==> config.mk <==
export PLATFORM = sky130hd
export DESIGN_NAME = sflash_shift_engine
export DESIGN_NICKNAME = d
export VERILOG_FILES = /design/src/rtl/sfe_pkg.sv /design/src/rtl/sfe_fifo.sv /design/src/rtl/sfe_shifter.sv /design/src/rtl/sflash_shift_engine.sv
export SDC_FILE = /design/constraint.sdc
export NUM_CORES = 2
export LEC_CHECK = 0
export CORE_MARGIN = 10
export CORE_UTILIZATION = 60
export CTS_CLUSTER_SIZE = 30
export DETAILED_ROUTE_END_ITERATION = 10
export PLACE_DENSITY = 0.76
export SETUP_SLACK_MARGIN = 0.5
export SLEW_MARGIN = 10
export SYNTH_ARGS = -nofsm -noshare
export SYNTH_HDL_FRONTEND = slang
export SYNTH_MEMORY_MAX_BITS = 65536
export SYNTH_SLANG_ARGS = --single-unit
==> constraint.sdc <==
create_clock -name clk -period 9.2 [get_ports clk]
set_input_delay 1.84 -clock clk [delete_from_list [all_inputs] [get_ports clk]]
set_output_delay 1.84 -clock clk [all_outputs]
set_load 0.03 [all_outputs]
==> src/rtl/sfe_pkg.sv <==
package sfe_pkg;

  localparam int DIV_W = 3;

  // byte count carried by a transmit size select
  function automatic logic [2:0] nbytes_of(input logic [1:0] sel);
    return (sel == 2'd0) ? 3'd4 : {1'b0, sel};
  endfunction

  // reference clocks per serial half period
  function automatic logic [7:0] half_len(input logic [DIV_W-1:0] div);
    return 8'd1 << div;
  endfunction

  // reorder lanes so the byte of lane 0 sits at the top of the shift register
  function automatic logic [31:0] stream_of(input logic [31:0] d);
    logic [31:0] s;
    for (int k = 0; k < 4; k++) s[8*(3-k) +: 8] = d[8*k +: 8];
    return s;
  endfunction

  // move n captured bytes into the upper n lanes, first byte lowest
  function automatic logic [31:0] place_rx(input logic [31:0] r, input logic [2:0] n);
    logic [31:0] o;
    o = '0;
    for (int k = 0; k < 4; k++)
      if (k < int'(n)) o[8*(4-int'(n)+k) +: 8] = r[8*(int'(n)-1-k) +: 8];
    return o;
  endfunction

endpackage

==> src/rtl/sfe_fifo.sv <==
module sfe_fifo #(
  parameter int W     = 32,
  parameter int DEPTH = 63
) (
  input  logic         clk,
  input  logic         rst_n,
  input  logic         push,
  input  logic [W-1:0] din,
  input  logic         pop,
  output logic [W-1:0] dout,
  output logic         full,
  output logic         empty
);
  localparam int PW = $clog2(DEPTH);
  localparam int CW = $clog2(DEPTH + 1);

  logic [W-1:0]  mem [DEPTH];
  logic [PW-1:0] wr_q, rd_q;
  logic [CW-1:0] cnt_q;

  function automatic logic [PW-1:0] bump(input logic [PW-1:0] p);
    return (p == PW'(DEPTH - 1)) ? '0 : p + 1'b1;
  endfunction

  assign full  = (cnt_q == CW'(DEPTH));
  assign empty = (cnt_q == '0);
  assign dout  = mem[rd_q];

  always_ff @(posedge clk) if (push) mem[wr_q] <= din;

  always_ff @(posedge clk or negedge rst_n) begin
    if (!rst_n) begin
      wr_q  <= '0;
      rd_q  <= '0;
      cnt_q <= '0;
    end else begin
      if (push) wr_q <= bump(wr_q);
      if (pop)  rd_q <= bump(rd_q);
      if (push && !pop)      cnt_q <= cnt_q + 1'b1;
      else if (pop && !push) cnt_q <= cnt_q - 1'b1;
    end
  end

  a_r11_no_overflow: assert property (@(posedge clk) disable iff (!rst_n) push |-> !full);
  a_r11_no_underflow: assert property (@(posedge clk) disable iff (!rst_n) pop |-> !empty);

endmodule

==> src/rtl/sfe_shifter.sv <==
module sfe_shifter
  import sfe_pkg::*;
#(
  parameter int HC_W = 8
) (
  input  logic             clk,
  input  logic             rst_n,
  input  logic             go,
  input  logic             rx_full,
  input  logic [31:0]      tx_word,
  input  logic [2:0]       tx_nb,
  input  logic [DIV_W-1:0] div,
  input  logic             cpol,
  input  logic             cpha,
  input  logic             miso,
  output logic             start_ev,
  output logic             word_done,
  output logic [31:0]      rx_word,
  output logic             busy,
  output logic             sclk,
  output logic             mosi
);
  logic            busy_q, phase_q;
  logic [HC_W-1:0] hc_q;
  logic [31:0]     sh_q, rx_q;
  logic [5:0]      bits_q;
  logic [2:0]      nb_q;

  logic half_end, bit_end;
  assign half_end  = busy_q && (hc_q == HC_W'(half_len(div) - 8'd1));
  assign bit_end   = half_end && phase_q;
  assign word_done = bit_end && (bits_q == 6'd1);
  assign start_ev  = !busy_q && go;

  always_ff @(posedge clk or negedge rst_n) begin
    if (!rst_n) begin
      busy_q  <= 1'b0;
      phase_q <= 1'b0;
      hc_q    <= '0;
      sh_q    <= '0;
      rx_q    <= '0;
      bits_q  <= '0;
      nb_q    <= '0;
    end else if (start_ev) begin
      busy_q  <= 1'b1;
      phase_q <= 1'b0;
      hc_q    <= '0;
      sh_q    <= stream_of(tx_word);
      rx_q    <= '0;
      bits_q  <= {tx_nb, 3'b000};
      nb_q    <= tx_nb;
    end else if (busy_q) begin
      if (half_end) begin
        hc_q <= '0;
        if (!phase_q) begin
          phase_q <= 1'b1;
          rx_q    <= {rx_q[30:0], miso};
        end else begin
          phase_q <= 1'b0;
          sh_q    <= {sh_q[30:0], 1'b0};
          bits_q  <= bits_q - 6'd1;
          if (bits_q == 6'd1) busy_q <= 1'b0;
        end
      end else begin
        hc_q <= hc_q + 1'b1;
      end
    end
  end

  assign busy    = busy_q;
  assign mosi    = sh_q[31];
  assign sclk    = cpol ^ (busy_q & (phase_q ^ cpha));
  assign rx_word = place_rx(rx_q, nb_q);

  a_r3_mosi_holds: assert property (@(posedge clk) disable iff (!rst_n)
    (busy_q && !bit_end) |=> $stable(mosi));
  a_r12_done_ends_word: assert property (@(posedge clk) disable iff (!rst_n)
    word_done |=> !busy_q);
  a_r11_start_needs_room: assert property (@(posedge clk) disable iff (!rst_n)
    start_ev |-> !rx_full);

endmodule

==> src/rtl/sflash_shift_engine.sv <==
module sflash_shift_engine
  import sfe_pkg::*;
#(
  parameter int NCS        = 1,
  parameter int FIFO_DEPTH = 63,
  parameter int HC_W       = 8
) (
  input  logic            clk,
  input  logic            rst_n,
  input  logic            cfg_we,
  input  logic [16:0]     cfg_wdata,
  output logic [16:0]     cfg_rdata,
  input  logic            tx_we,
  input  logic [1:0]      tx_sel,
  input  logic [31:0]     tx_data,
  output logic            tx_full,
  output logic            tx_empty,
  input  logic            rx_re,
  output logic [31:0]     rx_data,
  output logic            rx_valid,
  output logic            busy,
  output logic            sclk,
  output logic            mosi,
  input  logic            miso,
  output logic [NCS-1:0]  ss_n
);
  localparam int B_EN     = 0;
  localparam int B_CPOL   = 1;
  localparam int B_CPHA   = 2;
  localparam int B_DIV    = 3;
  localparam int B_SS     = 10;
  localparam int B_MCS    = 14;
  localparam int B_MSTART = 15;
  localparam int B_GO     = 16;
  localparam logic [15:0] CFG_RST = 16'(((1 << NCS) - 1) << B_SS);

  logic [15:0] cfg_q;
  logic        armed_q, part_q;

  logic        tx_push, tx_pop, rx_full, rx_empty, rx_pop;
  logic [33:0] tx_head;
  logic        start_ev, word_done, go;
  logic [31:0] rx_word;

  logic            en, cpol, cpha, mcs, mstart;
  logic [DIV_W-1:0] div;
  logic [NCS-1:0]  ss_field;
  assign en       = cfg_q[B_EN];
  assign cpol     = cfg_q[B_CPOL];
  assign cpha     = cfg_q[B_CPHA];
  assign div      = cfg_q[B_DIV +: DIV_W];
  assign ss_field = cfg_q[B_SS +: NCS];
  assign mcs      = cfg_q[B_MCS];
  assign mstart   = cfg_q[B_MSTART];

  // write acceptance: partial entries travel alone
  assign tx_push = tx_we && !tx_full && ((tx_sel == 2'd0) ? !part_q : tx_empty);
  assign tx_pop  = start_ev;
  assign rx_pop  = rx_re && !rx_empty;
  assign go      = en && !tx_empty && !rx_full && (!mstart || armed_q);

  always_ff @(posedge clk or negedge rst_n) begin
    if (!rst_n) begin
      cfg_q   <= CFG_RST;
      armed_q <= 1'b0;
      part_q  <= 1'b0;
    end else begin
      if (cfg_we) cfg_q <= cfg_wdata[15:0];
      if (cfg_we && cfg_wdata[B_GO]) armed_q <= 1'b1;
      else if (word_done && tx_empty && !tx_push) armed_q <= 1'b0;
      if (tx_push && tx_sel != 2'd0) part_q <= 1'b1;
      else if (tx_pop) part_q <= 1'b0;
    end
  end

  sfe_fifo #(.W(34), .DEPTH(FIFO_DEPTH)) u_txq (
    .clk(clk), .rst_n(rst_n), .push(tx_push), .din({tx_sel, tx_data}),
    .pop(tx_pop), .dout(tx_head), .full(tx_full), .empty(tx_empty));

  sfe_fifo #(.W(32), .DEPTH(FIFO_DEPTH)) u_rxq (
    .clk(clk), .rst_n(rst_n), .push(word_done), .din(rx_word),
    .pop(rx_pop), .dout(rx_data), .full(rx_full), .empty(rx_empty));

  sfe_shifter #(.HC_W(HC_W)) u_shift (
    .clk(clk), .rst_n(rst_n), .go(go), .rx_full(rx_full),
    .tx_word(tx_head[31:0]), .tx_nb(nbytes_of(tx_head[33:32])),
    .div(div), .cpol(cpol), .cpha(cpha), .miso(miso),
    .start_ev(start_ev), .word_done(word_done), .rx_word(rx_word),
    .busy(busy), .sclk(sclk), .mosi(mosi));

  assign rx_valid  = !rx_empty;
  assign cfg_rdata = {1'b0, cfg_q};
  assign ss_n      = (mcs || busy) ? ss_field : '1;

  a_r9_hold_until_start: assert property (@(posedge clk) disable iff (!rst_n)
    (mstart && !armed_q) |-> !tx_pop);
  a_r12_word_reaches_rx: assert property (@(posedge clk) disable iff (!rst_n)
    word_done |=> rx_valid);

endmodule

# ---- After elaboration in Yosys (flattened, before gate mapping)
# Memories as Yosys holds them, arrays and structs flattened.
# Index checks and enable logic that the tools add are counted.
dict set report totals {
  reg_bits 137
  mem_bits_rw 4158
  input_bits 57
  output_inout_bits 56
  word_cells 167
  n_memories 2
}
# name words word_bits read_ports rd_ports_with_merged_regs write_ports line_no
set memory_table {}
lappend memory_table {u_txq.mem 63 34 1 0 1 sfe_fifo.sv:17} ;# logic [W-1:0] mem [DEPTH];
lappend memory_table {u_rxq.mem 63 32 1 0 1 sfe_fifo.sv:17}
dict set report op_classes {
  n_addsub 23
  n_lt_le_gt_ge 4
  eq_ne 9
  shifts 13
  n_mux 50
  n_bitwise 4
  reduce_logical 46
}
# op count
set ops {}
lappend ops {{$mux W32} 12}
lappend ops {{$neg A32 Y33} 4}
lappend ops {{$shift A8 B33 Y32 const A} 4}
lappend ops {{$shiftx A8 B33 Y32} 4}
lappend ops {{$shiftx A32 B32 Y8} 4}
lappend ops {{$bwmux W32} 3}
lappend ops {{$mux W6} 12}
lappend ops {{$add A29 B3 Y29 const B} 2}
lappend ops {{$sub A29 B3 Y29 const B} 2}
lappend ops {{$add A6 B1 Y6 const B} 6}
lappend ops {{$eq A6 B6 Y1 const B} 6}
lappend ops {{$and A32 B32 Y32} 1}
lappend ops {{$add A29 B2 Y29 const B} 1}
lappend ops {{$sub A29 B2 Y29 const B} 1}
lappend ops {{$mux W8} 3}
lappend ops {{$mux W1} 19}
lappend ops {{$logic_and A1 B1 Y1} 18}
lappend ops {{$sub A6 B1 Y6 const B} 3}
lappend ops {{$reduce_bool A2 Y1} 8}
lappend ops {{$logic_not A6 Y1} 2}
lappend ops {{$logic_not A1 Y1} 11}
lappend ops {{$add A8 B1 Y8 const B} 1}
lappend ops {{$eq A8 B8 Y1} 1}
lappend ops {{$shl A1 B3 Y8 const A} 1}
lappend ops {{other kinds (14)} 20}

# ---- Logic depth before layout (Yosys ltp)
dict set report logic_depth {
  depth_word 11
  depth_mapped 22
  depth_no_buf 16
}

# ---- Modules after synthesis
# From an unflattened synthesis, not the netlist that was laid out.
dict set report unflattened {
  cells_unflattened 8249
  hier_area_um2 169461.3
}
# mod n_inst cells_each area_per_inst_um2 seq_area_each_um2
set modules_own_cells {}
lappend modules_own_cells {{sfe_fifo at u_txq} 1 3768 83055.9 64772.1}
lappend modules_own_cells {{sfe_fifo at u_rxq} 1 3581 78506.5 60988.5}
lappend modules_own_cells {sfe_shifter 1 844 7091.8 2077.0}
lappend modules_own_cells {sflash_shift_engine 1 56 807.0 451.7}

# ---- Least setup slack after synthesis
# Ideal clock, no wire load.
dict set report synth_timing {
  path_type {register to register}
  from {reg u_shift.nb_q[0]}
  to {mem u_rxq.mem[0][15] (data pin)}
  setup_ns 0.713
  arrival_time_ns 7.691
  required_ns 8.487
  setup_slack_ns 0.796
  path_stages_with_launch 22
  path_buffers 8
  period_less_slack_ns 8.404
  cell_sequence {dfrtp_1 > clkbuf_1 > clkbuf_1 > inv_1 > clkbuf_1 > clkbuf_1 > ha_1 > clkbuf_1 > inv_1 > clkbuf_1 > ha_1 > a31oi_1 > ha_1 > buf_2 > nand3_1 > or4_1 > nor3_1 > o21ai_2 > a2111oi_4 > nand3_4 > buf_6 > o31ai_1}
}
dict set report synth_via {
  elab_chain_cells 11
  elab_cells_between_ends 36
  cone_classes {add/sub: 12; order compare: 4; shift: 12; mux: 7; bitwise: 1}
}
# item line_no
set synth_lines {}
lappend synth_lines {{start: declaration} sfe_shifter.sv:27} ;# logic [2:0] nb_q;
lappend synth_lines {{start signal: assignment} sfe_shifter.sv:51} ;# nb_q <= tx_nb;
lappend synth_lines {{branches (longest 10 deep; another with $neg A32 Y33)} n/a}
lappend synth_lines {{$mux W32 (*)} sfe_pkg.sv:27} ;# if (k < int'(n)) o[8*(4-int'(n)+k) +: 8] = r[8*(int'(n)-1-k) +: 8];
lappend synth_lines {{net rx_word[15]} sflash_shift_engine.sv:43} ;# logic [31:0] rx_word;
lappend synth_lines {{end: declaration} sfe_fifo.sv:17}
# Mark *: on every way through the listed nets, which the timed path passes.

# ---- Final worst setup path
dict set report layout_timing {
  from {reg u_shift.nb_q[0]}
  to {mem u_rxq.mem[14][1], in the netlist u_rxq.mem[7][1] (data pin)}
}
# The elaborated chain is that of the path after synthesis.

==> out/metrics.cfg <==
[global_routing]
met3_usage_pct=6.349
met2_usage_pct=49.40
antenna_found_initial=20
grt_use_met1_pct=38.17
grt_pass1_wl_um=642700
grt_usage_pct=29.95
grt-busiest-layer=met2
grt_max_degree=147
gr-total-overflow=0
grt_pass1_vias=85810

[clocking]
clkTransAtPathRegs_ps=60
cts_buffer_depth=4
cts.sinks=4295
cts_root_buf=clkbuf_16
cts_tree=built
cts_resized=0
postCtsSetupRepairBufs=0
h-tree-depth=5
cts_hold_buf=0
insertion_delay_ps=930
numCtsBuffers=411

[sta]
rsz0062_at_grt=no
report.final.slew_viol_count=0
finalSetupViolCount=0
relSlewSlack_pct=4.218
fin_skew_ps=47.78
tightest_slew_ps=1437
final_hold_viol_count=0
max_freq_ghz=0.1362
fin_crit_sh_pct=79.81
whs_ps=499.0
layout_setup_ws_ps=1857
fin_crit_ps=7343
setup_tns_ps=0

[floorplan]
die_area_mm2=0.3018
core_mm2=0.2791
row_count=194
initial_utilization_pct=60.23
ios=113
die_w_um=549.4
die_h_um=549.4

[synth]
synthCells=7508
syn_nets=7608
synth_edf_count=4158
yosysWarnings=0
async_flop_share_pct=3.190
synth_cell_types=78
ys.flop_type=edfxtp_1
synth-seq-cells=4295
synth_top_area_share_pct=74.26
synth_area_leader_cell=edfxtp_1
synth_area_mm2=0.1681
yosysSeqAreaShare_pct=76.30
synth.avg_cell_area_um2=22.39
synthTopCellsByArea=edfxtp_1, mux4_2, dfrtp_1

[critical_path]
path_delay_family=adder cells
worstPathRequired_ps=9920
cpPeakStageDelay_ps=870
crit_fanout=32
path_class=flop to flop
path_buf_inv=3
crit_chain=inv_1, ha_2, ha_1, inv_1, ha_1, ha_1, a31oi_1, ha_1, nand3_1, or4_1, nor3_1, o21ai_2, a2111oi_4, and3_1, mux2i_4, buf_4
crit_top_cell=ha_1
cp.arrival_ps=8060
end_kind=flop
critPathSlowestCell=mux2i_4
critPathLaunchType=flop

[pwr]
power_leakage_nw=61.75
power_density_mw_per_mm2=260.3
peakVddDrop_uv=257.3

[worst_hold_path]
holdCritPathClass=flop to flop

[placement]
dp_hpwl_um=219700
dp_slack_ps=1939
dp.cells=11160
io_buffers=111
post_dp_cell_area_mm2=0.1753
place.gp.congestion=0.8967

[layout]
final_common_cell=edfxtp_1
final_net_count=7948
multi_input_area_mm2=0.03911
final_cell_mix=edfxtp_1, mux4_2, clkbuf_16
syn_to_final_growth_pct=12.17
regArea_mm2=0.1283
final_area_mm2=0.1886
fillers=16430
final_cells=11930
drive_gt1_share_pct=28.98

[job]
drv_cap=0

[route]
drcViolationCount=0
avgRoutedWirePerCell_um=38.17
drt_iter0_markers=12880
drt_first_pass_iters=8
ant_nets=0
num_vias=84680
routed_via_density=7.097
routed_wl_um=455500

[outcome]
outcome=finished clean

[cell families (layout without fill, tap and decap cells)]
kind of cell | count (synthesis) | after routing | synth area share (%)
compound gates | 449 | 449 | 1.738
fa+ha+maj | 43 | 43 | 0.3289
simple gates | 718 | 718 | 1.955
other cells | 1 | 15 | 0.002230
flops | 4295 | 4295 | 76.30
buf+inv | 475 | 1161 | 1.156
xor+xnor | 41 | 41 | 0.2181
mux | 1486 | 1486 | 18.30
[sequential cells by signal (all words and copies together), names as in the netlist]
signal / count
u_rxq.wr_q: 6
u_txq.cnt_q: 6
u_shift.sh_q: 32
u_rxq.mem: 2016
u_rxq.rd_q: 6
u_shift.hc_q: 8
u_txq.rd_q: 6
u_shift.busy: 1
u_txq.mem: 2142
u_shift.phase_q: 1
cfg_q: 16
u_shift.bits_q: 6
part_q: 1
u_shift.nb_q: 3
u_txq.wr_q: 6
u_shift.rx_q: 32
armed_q: 1
u_rxq.cnt_q: 6
[path summary, 6_finish.rpt]
| kind | cells past startpoint | start | slack, ps | to |
|---|---|---|---|---|
| setup / recovery | 16 | u_shift.nb_q[0] | 1860 | u_rxq.mem[7][1] |
| hold / removal | 1 | u_txq.cnt_q[5] | 500 | u_txq.cnt_q[5] |
| setup reg to reg | 16 | u_shift.nb_q[0] | 1860 | u_rxq.mem[7][1] |
| hold reg to reg | 1 | u_txq.cnt_q[5] | 500 | u_txq.cnt_q[5] |
| max in group asynchronous | 2 | rst_n | 6670 | u_rxq.rd_q[3] |
| min in group asynchronous | 1 | rst_n | 1030 | u_txq.cnt_q[3] |
[per-layer routing]
| layer | part of all wire (%) | wire length, µm |
|---|---|---|
| met2 | 50 | 227100 |
| met1 | 33 | 150700 |
| met3 | 11 | 49590 |
| met5 | 0.012 | 53 |
| met4 | 6.2 | 28030 |
[worst reg2reg max path, cell delays in order, from the launching register on]
cell and delay (ps):
dfrtp_2 410, inv_1 470, ha_2 470, ha_1 690, inv_1 230, ha_1 340
ha_1 230, a31oi_1 170, ha_1 360, nand3_1 170, or4_1 600, nor3_1 290
o21ai_2 110, a2111oi_4 590, and3_1 730, mux2i_4 880, buf_4 430
[final cells by class]
class	instances	share of cell area (%)
multi-input combinational	2738	20.74
inverter	38	0.07961
antenna	14	0.01858
sequential	4295	68.04
tap	3724	2.471
timing repair buffer	364	1.634
clock buffer	487	5.676
clock inverter	272	1.340
[per-stage QoR]
stage                     total power [mW]  util, %
after floorplan                      29.66        -
after global placement               32.42    62.80
after detailed placement             32.61    62.80
after CTS                            49.25    67.54
after global routing                 50.49    67.55
final                                49.08    67.56
[power breakdown]
| part | total, mW | switching [mW] | internal [mW] |
|---|---|---|---|
| Sequential | 22.3 | 0.468 | 21.8 |
| Combinational | 10.0 | 5.50 | 4.52 |
| Clock | 16.8 | 7.24 | 9.53 |
| Total | 49.1 | 13.2 | 35.9 |
[synthesized netlist by cell type, types with 10 or more instances]
cell,n
buf_2,77
o21ai_0,153
o211ai_1,45
buf_1,85
buf_4,11
xnor2_1,19
nand3_1,41
inv_1,34
mux2_2,30
mux2i_1,189
nand2_1,242
and3_1,15
clkbuf_1,261
a31oi_1,35
dfrtp_1,136
nor2_1,217
nor2b_1,47
mux4_2,1267
nor3_1,78
a21oi_1,57
or3_1,10
o211a_1,11
a21o_1,12
ha_1,41
o31ai_1,25
edfxtp_1,4158
xor2_1,21
a211oi_1,52
nand4_1,11
Power figures use the tool's default switching activity.
